[src/rtl/wdog_pkg.sv]
`timescale 1ns/1ps
package wdog_pkg;
   localparam int DATA_W   = 16;
   localparam int PRESET_W = 4;

   localparam logic [1:0] A_MODE    = 2'd0;
   localparam logic [1:0] A_CLK     = 2'd1;
   localparam logic [1:0] A_RESTART = 2'd2;
   localparam logic [1:0] A_STAT    = 2'd3;

   localparam logic [11:0] KEY_MODE    = 12'h234;
   localparam logic [9:0]  KEY_CLK     = 10'h370;
   localparam logic [15:0] KEY_RESTART = 16'hC071;

   typedef struct packed {
      logic ext_en;
      logic irq_en;
      logic rst_en;
      logic run;
   } mode_t;

   typedef struct packed {
      logic [PRESET_W-1:0] preset;
      logic [1:0]          sel;
   } clkcfg_t;
endpackage

[src/rtl/wdog_regs.sv]
`timescale 1ns/1ps
module wdog_regs
   import wdog_pkg::*;
(
   input  logic              clk,
   input  logic              rst_n,
   input  logic              wr_en,
   input  logic              rd_en,
   input  logic [1:0]        addr,
   input  logic [DATA_W-1:0] wdata,
   input  logic              ovf_evt,
   output mode_t             mode,
   output clkcfg_t           clkcfg,
   output logic              restart,
   output logic              flag,
   output logic [DATA_W-1:0] rdata
);
   logic mode_ok, clk_ok, stat_rd;

   // each write is gated by the key of its own register
   assign mode_ok = wr_en && (addr == A_MODE) && (wdata[15:4] == KEY_MODE);
   assign clk_ok  = wr_en && (addr == A_CLK)  && (wdata[15:6] == KEY_CLK);
   assign restart = wr_en && (addr == A_RESTART) && (wdata == KEY_RESTART);
   assign stat_rd = rd_en && (addr == A_STAT);

   always_ff @(posedge clk or negedge rst_n) begin
      if (!rst_n) begin
         mode   <= '0;
         clkcfg <= '0;
         flag   <= 1'b0;
      end else begin
         if (mode_ok) mode   <= mode_t'(wdata[3:0]);
         if (clk_ok)  clkcfg <= clkcfg_t'(wdata[5:0]);
         if (ovf_evt)      flag <= 1'b1;
         else if (stat_rd) flag <= 1'b0;
      end
   end

   always_comb begin
      case (addr)
         A_MODE:  rdata = {12'b0, mode};
         A_CLK:   rdata = {10'b0, clkcfg};
         A_STAT:  rdata = {15'b0, flag};
         default: rdata = '0;
      endcase
   end
endmodule

[src/rtl/wdog_prescaler.sv]
`timescale 1ns/1ps
module wdog_prescaler #(
   parameter int DIV_LOG [4] = '{3, 5, 7, 10}
) (
   input  logic       clk,
   input  logic       rst_n,
   input  logic       run,
   input  logic       clear,
   input  logic [1:0] sel,
   output logic       tick
);
   localparam int PW = DIV_LOG[3];

   logic [PW-1:0] pre;
   logic [3:0]    tap;

   for (genvar g = 0; g < 4; g++) begin : g_tap
      if (DIV_LOG[g] < 1) begin : g_bad
         $error("wdog_prescaler: divider exponent below 1");
      end
      if (g > 0) begin : g_ord
         if (DIV_LOG[g] <= DIV_LOG[g-1]) begin : g_bad_ord
            $error("wdog_prescaler: divider exponents must increase");
         end
      end
      assign tap[g] = &pre[DIV_LOG[g]-1:0];
   end

   always_ff @(posedge clk or negedge rst_n) begin
      if (!rst_n)              pre <= '0;
      else if (!run || clear)  pre <= '0;
      else                     pre <= pre + 1'b1;
   end

   assign tick = run & tap[sel];
endmodule

[src/rtl/wdog_counter.sv]
`timescale 1ns/1ps
module wdog_counter
   import wdog_pkg::*;
#(
   parameter int CNT_W = 16
) (
   input  logic                clk,
   input  logic                rst_n,
   input  logic                run,
   input  logic                restart,
   input  logic                tick,
   input  logic [PRESET_W-1:0] preset,
   output logic                ovf_evt
);
   localparam int LOW_W = CNT_W - PRESET_W;

   logic [CNT_W-1:0] cnt, reload;

   assign reload  = {preset, {LOW_W{1'b1}}};
   assign ovf_evt = run && tick && !restart && (cnt == '0);

   always_ff @(posedge clk or negedge rst_n) begin
      if (!rst_n)                cnt <= {{PRESET_W{1'b0}}, {LOW_W{1'b1}}};
      else if (!run || restart)  cnt <= reload;
      else if (tick)             cnt <= (cnt == '0) ? reload : cnt - 1'b1;
   end
endmodule

[src/rtl/wdog_ovf_out.sv]
`timescale 1ns/1ps
module wdog_ovf_out
   import wdog_pkg::*;
#(
   parameter int EXT_LEN = 8
) (
   input  logic  clk,
   input  logic  rst_n,
   input  logic  ovf_evt,
   input  mode_t mode,
   output logic  rst_o,
   output logic  irq_o,
   output logic  ovf_n_o
);
   localparam int EW = $clog2(EXT_LEN + 1);

   logic [EW-1:0] ext_cnt;

   always_ff @(posedge clk or negedge rst_n) begin
      if (!rst_n) begin
         rst_o   <= 1'b0;
         irq_o   <= 1'b0;
         ext_cnt <= '0;
      end else begin
         rst_o <= ovf_evt && mode.rst_en;
         irq_o <= ovf_evt && mode.irq_en;
         if (ovf_evt && mode.ext_en) ext_cnt <= EW'(EXT_LEN);
         else if (ext_cnt != '0)     ext_cnt <= ext_cnt - 1'b1;
      end
   end

   assign ovf_n_o = (ext_cnt == '0);
endmodule

[src/rtl/wdog_keyed.sv]
`timescale 1ns/1ps
module wdog_keyed
   import wdog_pkg::*;
#(
   parameter int CNT_W       = 16,
   parameter int DIV_LOG [4] = '{3, 5, 7, 10},
   parameter int EXT_LEN     = 8
) (
   input  logic        clk,
   input  logic        rst_n,
   input  logic        wr_en,
   input  logic        rd_en,
   input  logic [1:0]  addr,
   input  logic [15:0] wdata,
   output logic [15:0] rdata,
   output logic        wd_reset_o,
   output logic        wd_irq_o,
   output logic        wd_ovf_n_o
);
   if (CNT_W <= PRESET_W || CNT_W > 32) begin : g_bad_w
      $error("wdog_keyed: CNT_W must lie in PRESET_W+1..32");
   end
   if (EXT_LEN < 1) begin : g_bad_ext
      $error("wdog_keyed: EXT_LEN must be at least 1");
   end

   mode_t   mode;
   clkcfg_t clkcfg;
   logic    restart, flag, tick, ovf_evt, run_en;

   assign run_en = mode.run;

   wdog_regs u_regs (
      .clk(clk), .rst_n(rst_n), .wr_en(wr_en), .rd_en(rd_en), .addr(addr),
      .wdata(wdata), .ovf_evt(ovf_evt), .mode(mode), .clkcfg(clkcfg),
      .restart(restart), .flag(flag), .rdata(rdata)
   );

   wdog_prescaler #(.DIV_LOG(DIV_LOG)) u_pre (
      .clk(clk), .rst_n(rst_n), .run(run_en), .clear(restart),
      .sel(clkcfg.sel), .tick(tick)
   );

   wdog_counter #(.CNT_W(CNT_W)) u_cnt (
      .clk(clk), .rst_n(rst_n), .run(run_en), .restart(restart),
      .tick(tick), .preset(clkcfg.preset), .ovf_evt(ovf_evt)
   );

   wdog_ovf_out #(.EXT_LEN(EXT_LEN)) u_out (
      .clk(clk), .rst_n(rst_n), .ovf_evt(ovf_evt), .mode(mode),
      .rst_o(wd_reset_o), .irq_o(wd_irq_o), .ovf_n_o(wd_ovf_n_o)
   );
endmodule

[config.mk]
export PLATFORM = sky130hd
export DESIGN_NAME = wdog_keyed
export DESIGN_NICKNAME = d
export VERILOG_FILES = /design/src/rtl/wdog_pkg.sv /design/src/rtl/wdog_regs.sv /design/src/rtl/wdog_prescaler.sv /design/src/rtl/wdog_counter.sv /design/src/rtl/wdog_ovf_out.sv /design/src/rtl/wdog_keyed.sv
export SDC_FILE = /design/constraint.sdc
export NUM_CORES = 1
export LEC_CHECK = 0
export ABC_AREA = 1
export BUFFER_PORTS_ARGS = -buffer_cell sky130_fd_sc_hd__buf_2
export CORE_MARGIN = 3
export CORE_UTILIZATION = 30
export DETAILED_ROUTE_END_ITERATION = 10
export HOLD_SLACK_MARGIN = 0.06
export PLACE_DENSITY = 0.56
export SETUP_SLACK_MARGIN = 0.05
export SLEW_MARGIN = 20
export SYNTH_ARGS = -nofsm -noshare
export SYNTH_HDL_FRONTEND = slang
export SYNTH_HIERARCHICAL = 1
export SYNTH_SLANG_ARGS = --single-unit
[constraint.sdc]
create_clock -name clk -period 4.8 [get_ports clk]
set_input_delay 0.24 -clock clk [delete_from_list [all_inputs] [get_ports clk]]
set_output_delay 0.24 -clock clk [all_outputs]
set_load 0.01 [all_outputs]
After elaboration in Yosys (flattened, before gate mapping)
Cells that the tools add are included.

$add $sub $neg: 3. Magnitude comparators: 1. Equality and inequality tests: 6. Multiplexer cells: 11. Bitwise logic cells: 1. Reduce and logical (&&, ||, !) cells: 27.

Operators by type and width (number): 16-bit two-way mux (3); 6-bit one-hot mux with 3 select lines (1); 16-bit equality test (second input constant) (1); 16-bit logical NOT (1); 16-bit by 1-bit subtractor with 16-bit output (second input constant) (1); 1-bit logical AND (13); 12-bit by 10-bit equality test with 1-bit output (second input constant) (1); 10-bit by 1-bit adder with 10-bit output (second input constant) (1); 10-bit equality test (second input constant) (1); 10-bit two-way mux (1); 10-bit AND reduction (1); 4-bit two-way mux (2); 7-bit AND reduction (1); 2-bit nonzero test (3); 5-bit AND reduction (1); 2-bit equality test (second input constant) (2); 4-bit logical NOT (1); 4-bit nonzero test (1); 4-bit by 1-bit subtractor with 4-bit output (second input constant) (1); 2-bit by 3-bit < comparator with 1-bit output (second input constant) (1); 1-bit two-way mux (3); 3-bit AND reduction (1); 1-bit binary-select mux with 2-bit select (1); 2-bit by 1-bit equality test with 1-bit output (second input constant) (1); other kinds (4) (5).

Bits in registers: 43. Bits of input ports: 22. Output and inout port bits: 19.

Depth between registers and ports, before layout
Word-level depth: 9. Gate-level depth with buffers: 15. Gate-level depth less buffers: 14.

Modules after synthesis
The synthesis kept the hierarchy.

Modules (own cells, without submodules): wdog_counter (times used 1, cells an instance 146, area an instance 1117.3 um^2, sequential area each 415.4 um^2); wdog_regs (times used 1, cells an instance 116, area an instance 844.6 um^2, sequential area each 275.3 um^2); wdog_prescaler (times used 1, cells an instance 75, area an instance 564.3 um^2, sequential area each 250.2 um^2); wdog_ovf_out (times used 1, cells an instance 33, area an instance 277.8 um^2, sequential area each 150.1 um^2).

Worst setup path before layout
No wires, ideal clock.

Path kind: flip-flop to flip-flop. From: register u_pre.pre[0]. To: register u_out.ext_cnt[0]. Library setup time: 118 ps. Data arrival time: 1876 ps. Data required time: 4682 ps. Slack: 2806 ps. Cell stages (with the launch flop): 14. Buffers on the path: 0. Cells stage by stage: dfrtp_1 -> ha_1 -> nand2_1 -> nor2_1 -> ha_1 -> a21oi_1 -> a21oi_1 -> nand2_1 -> inv_1 -> inv_1 -> nor3_1 -> nand2_1 -> nand4_1 -> nand2_1.

Cells in the longest elaborated chain, start to end: 9. Elaborated cells on any way between the ends: 13. Classes of those cells: mux (3); bitwise (1); reduce/logical (9).

Ends and longest elaborated chain: start, declared (RTL line wdog_prescaler.sv:14) `logic [PW-1:0] pre;`; start signal, assigned (RTL line wdog_prescaler.sv:32) `else pre <= pre + 1'b1;`; 10-bit AND reduction (tied with other cells) (RTL line wdog_prescaler.sv:26) `assign tap[g] = &pre[DIV_LOG[g]-1:0];`; 1-bit binary-select mux with 2-bit select (*) (RTL line wdog_prescaler.sv:35) `assign tick = run & tap[sel];`; 1-bit two-way mux (not written as such) (*) (RTL line wdog_prescaler.sv:35); 1-bit AND (*) (RTL line wdog_prescaler.sv:35); via tick (RTL line wdog_keyed.sv:29) `logic restart, flag, tick, ovf_evt, run_en;`; 1-bit logical AND (*) (3 in series) (RTL line wdog_counter.sv:20) `assign ovf_evt = run && tick && !restart && (cnt == '0);`; via ovf_evt (RTL line wdog_keyed.sv:29); 1-bit logical AND (*) (RTL line wdog_ovf_out.sv:27) `if (ovf_evt && mode.ext_en) ext_cnt <= EW'(EXT_LEN);`; 4-bit two-way mux / 2-bit nonzero test (equally long branches); end signal, assigned (RTL line wdog_ovf_out.sv:27); end signal, assigned (RTL line wdog_ovf_out.sv:28) `else if (ext_cnt != '0) ext_cnt <= ext_cnt - 1'b1;`; end, declared (RTL line wdog_ovf_out.sv:17) `logic [EW-1:0] ext_cnt;`.

The timed path passes the listed nets; every way through them passes the cells marked *. The select of a mux whose other input is x is not followed. A chain may end at the register's enable or synchronous reset.

Final worst setup path
From: register u_pre.pre[0]. To: register u_out.ext_cnt[1].

Same word-level chain as after synthesis.

==> results.ini <==
[critical_path]
critPathKind = reg2reg
cpPeakStageDelay_ns = 0.41
crit_path_cell_trace = ha_1 -> nand2_1 -> nor2_1 -> ha_1 -> a21oi_1 -> a21oi_1 -> nand2_1 -> inv_1 -> inv_1 -> nor3_1 -> nand2_1 -> nand4_1 -> nand2_1
cp_slowest_cell = dfrtp_1
arrival_ns = 2.49
worstPathBufferInverterCount = 2
worst_setup_path_start_kind = flip-flop
end_kind = flip-flop
crit_required_ns = 4.99
critPathMaxFanout = 6
path_delay_family = simple AND/OR/NAND/NOR gates
reg2regPathDepth = 13
timing.critical_path.mode_cell = nand2_1
reg2reg_to = u_out/ext_cnt[1]
crit_path_start = u_pre/pre[0]
reg2reg_from = u_pre/pre[0]
timing.reg2reg.setup_slack_ns = 2.49

[synth]
ys_seq_area_share_pct = 38.9
syn_area_per_cell_um2 = 7.58
ys_ff_latch = 43
yosys_warnings = 6
synthesis.area_mm2 = 0.00280
syn-instance-count = 370
synth_cell_types = 33

[cts]
cts_tree = done
cts_buffers = 5
cts.sinks = 43
cts_resized = 0
postCtsSetupBuffers = 0
cts.clk_slew.worst_paths_ns = 0.09
cts_buffer_depth = 2
cts_root_buffer = clkbuf_8
insertion_delay_ns = 0.30
h-tree-depth = 2
ctsHoldBuffers = 0

[drt]
via_per_inst = 4.42
firstDrtPassIters = 4
drc = 0
vias = 2261
avgRoutedWirePerCell_um = 10.8
drt_iter0_markers = 78
routed_wl_mm = 5.51
ant_nets = 0

[global_route]
grt_first_pass_wirelength_mm = 9.60
grt_max_degree = 44
busiest_layer = met2
grt_use_met3_pct = 2.71
overflow = 0
grt_util_all_layers_pct = 11.3
antenna_found_initial = 0
grt.met2_usage_pct = 18.2
met1_usage_pct = 15.0
grt_pass1_vias = 2208

[layout]
layout-drive-gt1-share_pct = 21.3
final_util_pct = 34.9
antennaDiodeCount = 0
final_common_cell = nand2_1
seqCellArea_mm2 = 0.00109
multi_input_area_mm2 = 0.00146
most-common-layout-cells = 98 x nand2_1, 47 x nor2_1, 45 x inv_1, 38 x nand3_1, 31 x dfrtp_1
finish.net_count = 431
area_growth_syn_to_layout_pct = 10.6
fillers = 970

[floorplanning]
dieArea_mm2 = 0.0105
ios = 41
die_h_um = 103
die_w_um = 103
rows = 34
initial_core_util_pct = 31.5
core_area_mm2 = 0.00889

[power]
p_per_area_mw_per_mm2 = 203
p_leak_uw = 0.00157
vdd_drop_max_uv = 83.1

[timing]
worstMarginPinSlew_ns = 0.962
setup_tns_ns = 0
finalClockSkew_ns = 0.00847
rsz0062_at_grt = no
clock.fmax_ghz = 0.434
post-route-period-util_pct = 48.0
drv_slew = 0
min_period_ns = 2.31
slew_headroom_pct = 35.9
hold_viol = 0
setup_viol_count_final = 0
setup_ws_ns = 2.49

[place]
post-dp-hpwl_mm = 4.25
routabilityCongestion = 0.808
portBuffers = 30
detailedPlace.worstSlack_ns = 2.48

[status]
status = completed

[run]
drv_cap = 0

[hold_path]
min_path_type = in2async

metrics by stage:
| step | hold slack (ns) | cell area (um2) | power (uW) | cells |
|---|---|---|---|---|
| 4_1_cts | 0.128 | 3100 | 643 | 512 |
| 6_report | 0.0898 | 3100 | 630 | 512 |
| 5_1_grt | 0.170 | 3100 | 660 | 512 |
| 3_5_place_dp | 0.463 | 3020 | 410 | 504 |
| 3_3_place_gp | 0.462 | 3020 | 410 | 504 |
| 2_1_floorplan | -0.0556 | 2840 | 395 | 379 |
cell families (layout without fill, tap and decap cells):
| kind of cell | Yosys count | count (layout) | synth area share [%] |
|---|---|---|---|
| AOI/OAI and AO/OA | 22 | 22 | 4.37 |
| xor gates and xnor gates | 2 | 2 | 0.625 |
| adders and majority gates | 6 | 6 | 2.68 |
| buffers and inverters | 62 | 87 | 10.4 |
| DFF | 43 | 43 | 38.9 |
| other | 1 | 10 | 0.134 |
| and+or+nand+nor | 234 | 234 | 42.9 |
where the power goes:
part	leakage [uW]	total [uW]	switching, uW	internal [uW]
clock	0.0000422	227	125	102
combinational	0.000966	39.0	28.0	11.0
sequential	0.000559	363	0.518	363
layout make-up:
| class | count | area share, % |
|---|---|---|
| clock buffers | 7 | 2.46 |
| well taps | 108 | 4.36 |
| inverters | 49 | 6.09 |
| clock inverters | 1 | 0.161 |
| flip-flops and latches | 43 | 35.2 |
| repair buffers | 30 | 4.84 |
| multi-input cells | 274 | 46.9 |
how the worst max path moves through the flow:
stage / endpoint / slack [ns] / depth (start not counted)
finish: u_out/ext_cnt[1] / 2.49 / 13
global route: u_out/ext_cnt[1] / 2.16 / 13
CTS: u_out/ext_cnt[1] / 2.46 / 13
detailed placement: u_out/ext_cnt[1] / 2.48 / 13
global placement: u_out/ext_cnt[0] / 2.53 / 13
floorplan: u_out/ext_cnt[0] / 2.81 / 13
registers in the layout, summed over array words and instances, names as in the netlist:
| register | cells |
|---|---|
| u_cnt/cnt | 16 |
| u_pre/pre | 10 |
| u_regs/clkcfg | 6 |
| u_out/ext_cnt | 4 |
| u_regs/mode | 4 |
| u_out/irq_o | 1 |
| u_out/rst_o | 1 |
| u_regs/flag | 1 |
per-layer routing:
metal | vias to the layer above | wire length [um]
met5 | - | 0
met4 | 0 | 72
met3 | 7 | 202
met2 | 34 | 2430
met1 | 1011 | 2810
li1 | 1209 | -
synthesized netlist by cell type, drive strengths merged:
cell,instances,share of area (%)
nor3,3,0.54
nand2,110,18
conb,1,0.13
nand4,6,1.3
xnor2,1,0.31
nand3b,6,1.6
a31oi,2,0.45
o21ai,6,1.1
dfstp,12,11
a21oi,10,1.8
nor2,65,13
o211ai,2,0.54
dfrtp,31,28
ha,6,2.7
inv,49,6.7
or2,2,0.45
nand3,42,8.2
buf,13,3.7
xor2,1,0.31
a21o,1,0.27
o21a,1,0.27
Note: power is estimated with default switching activity, not from simulation.
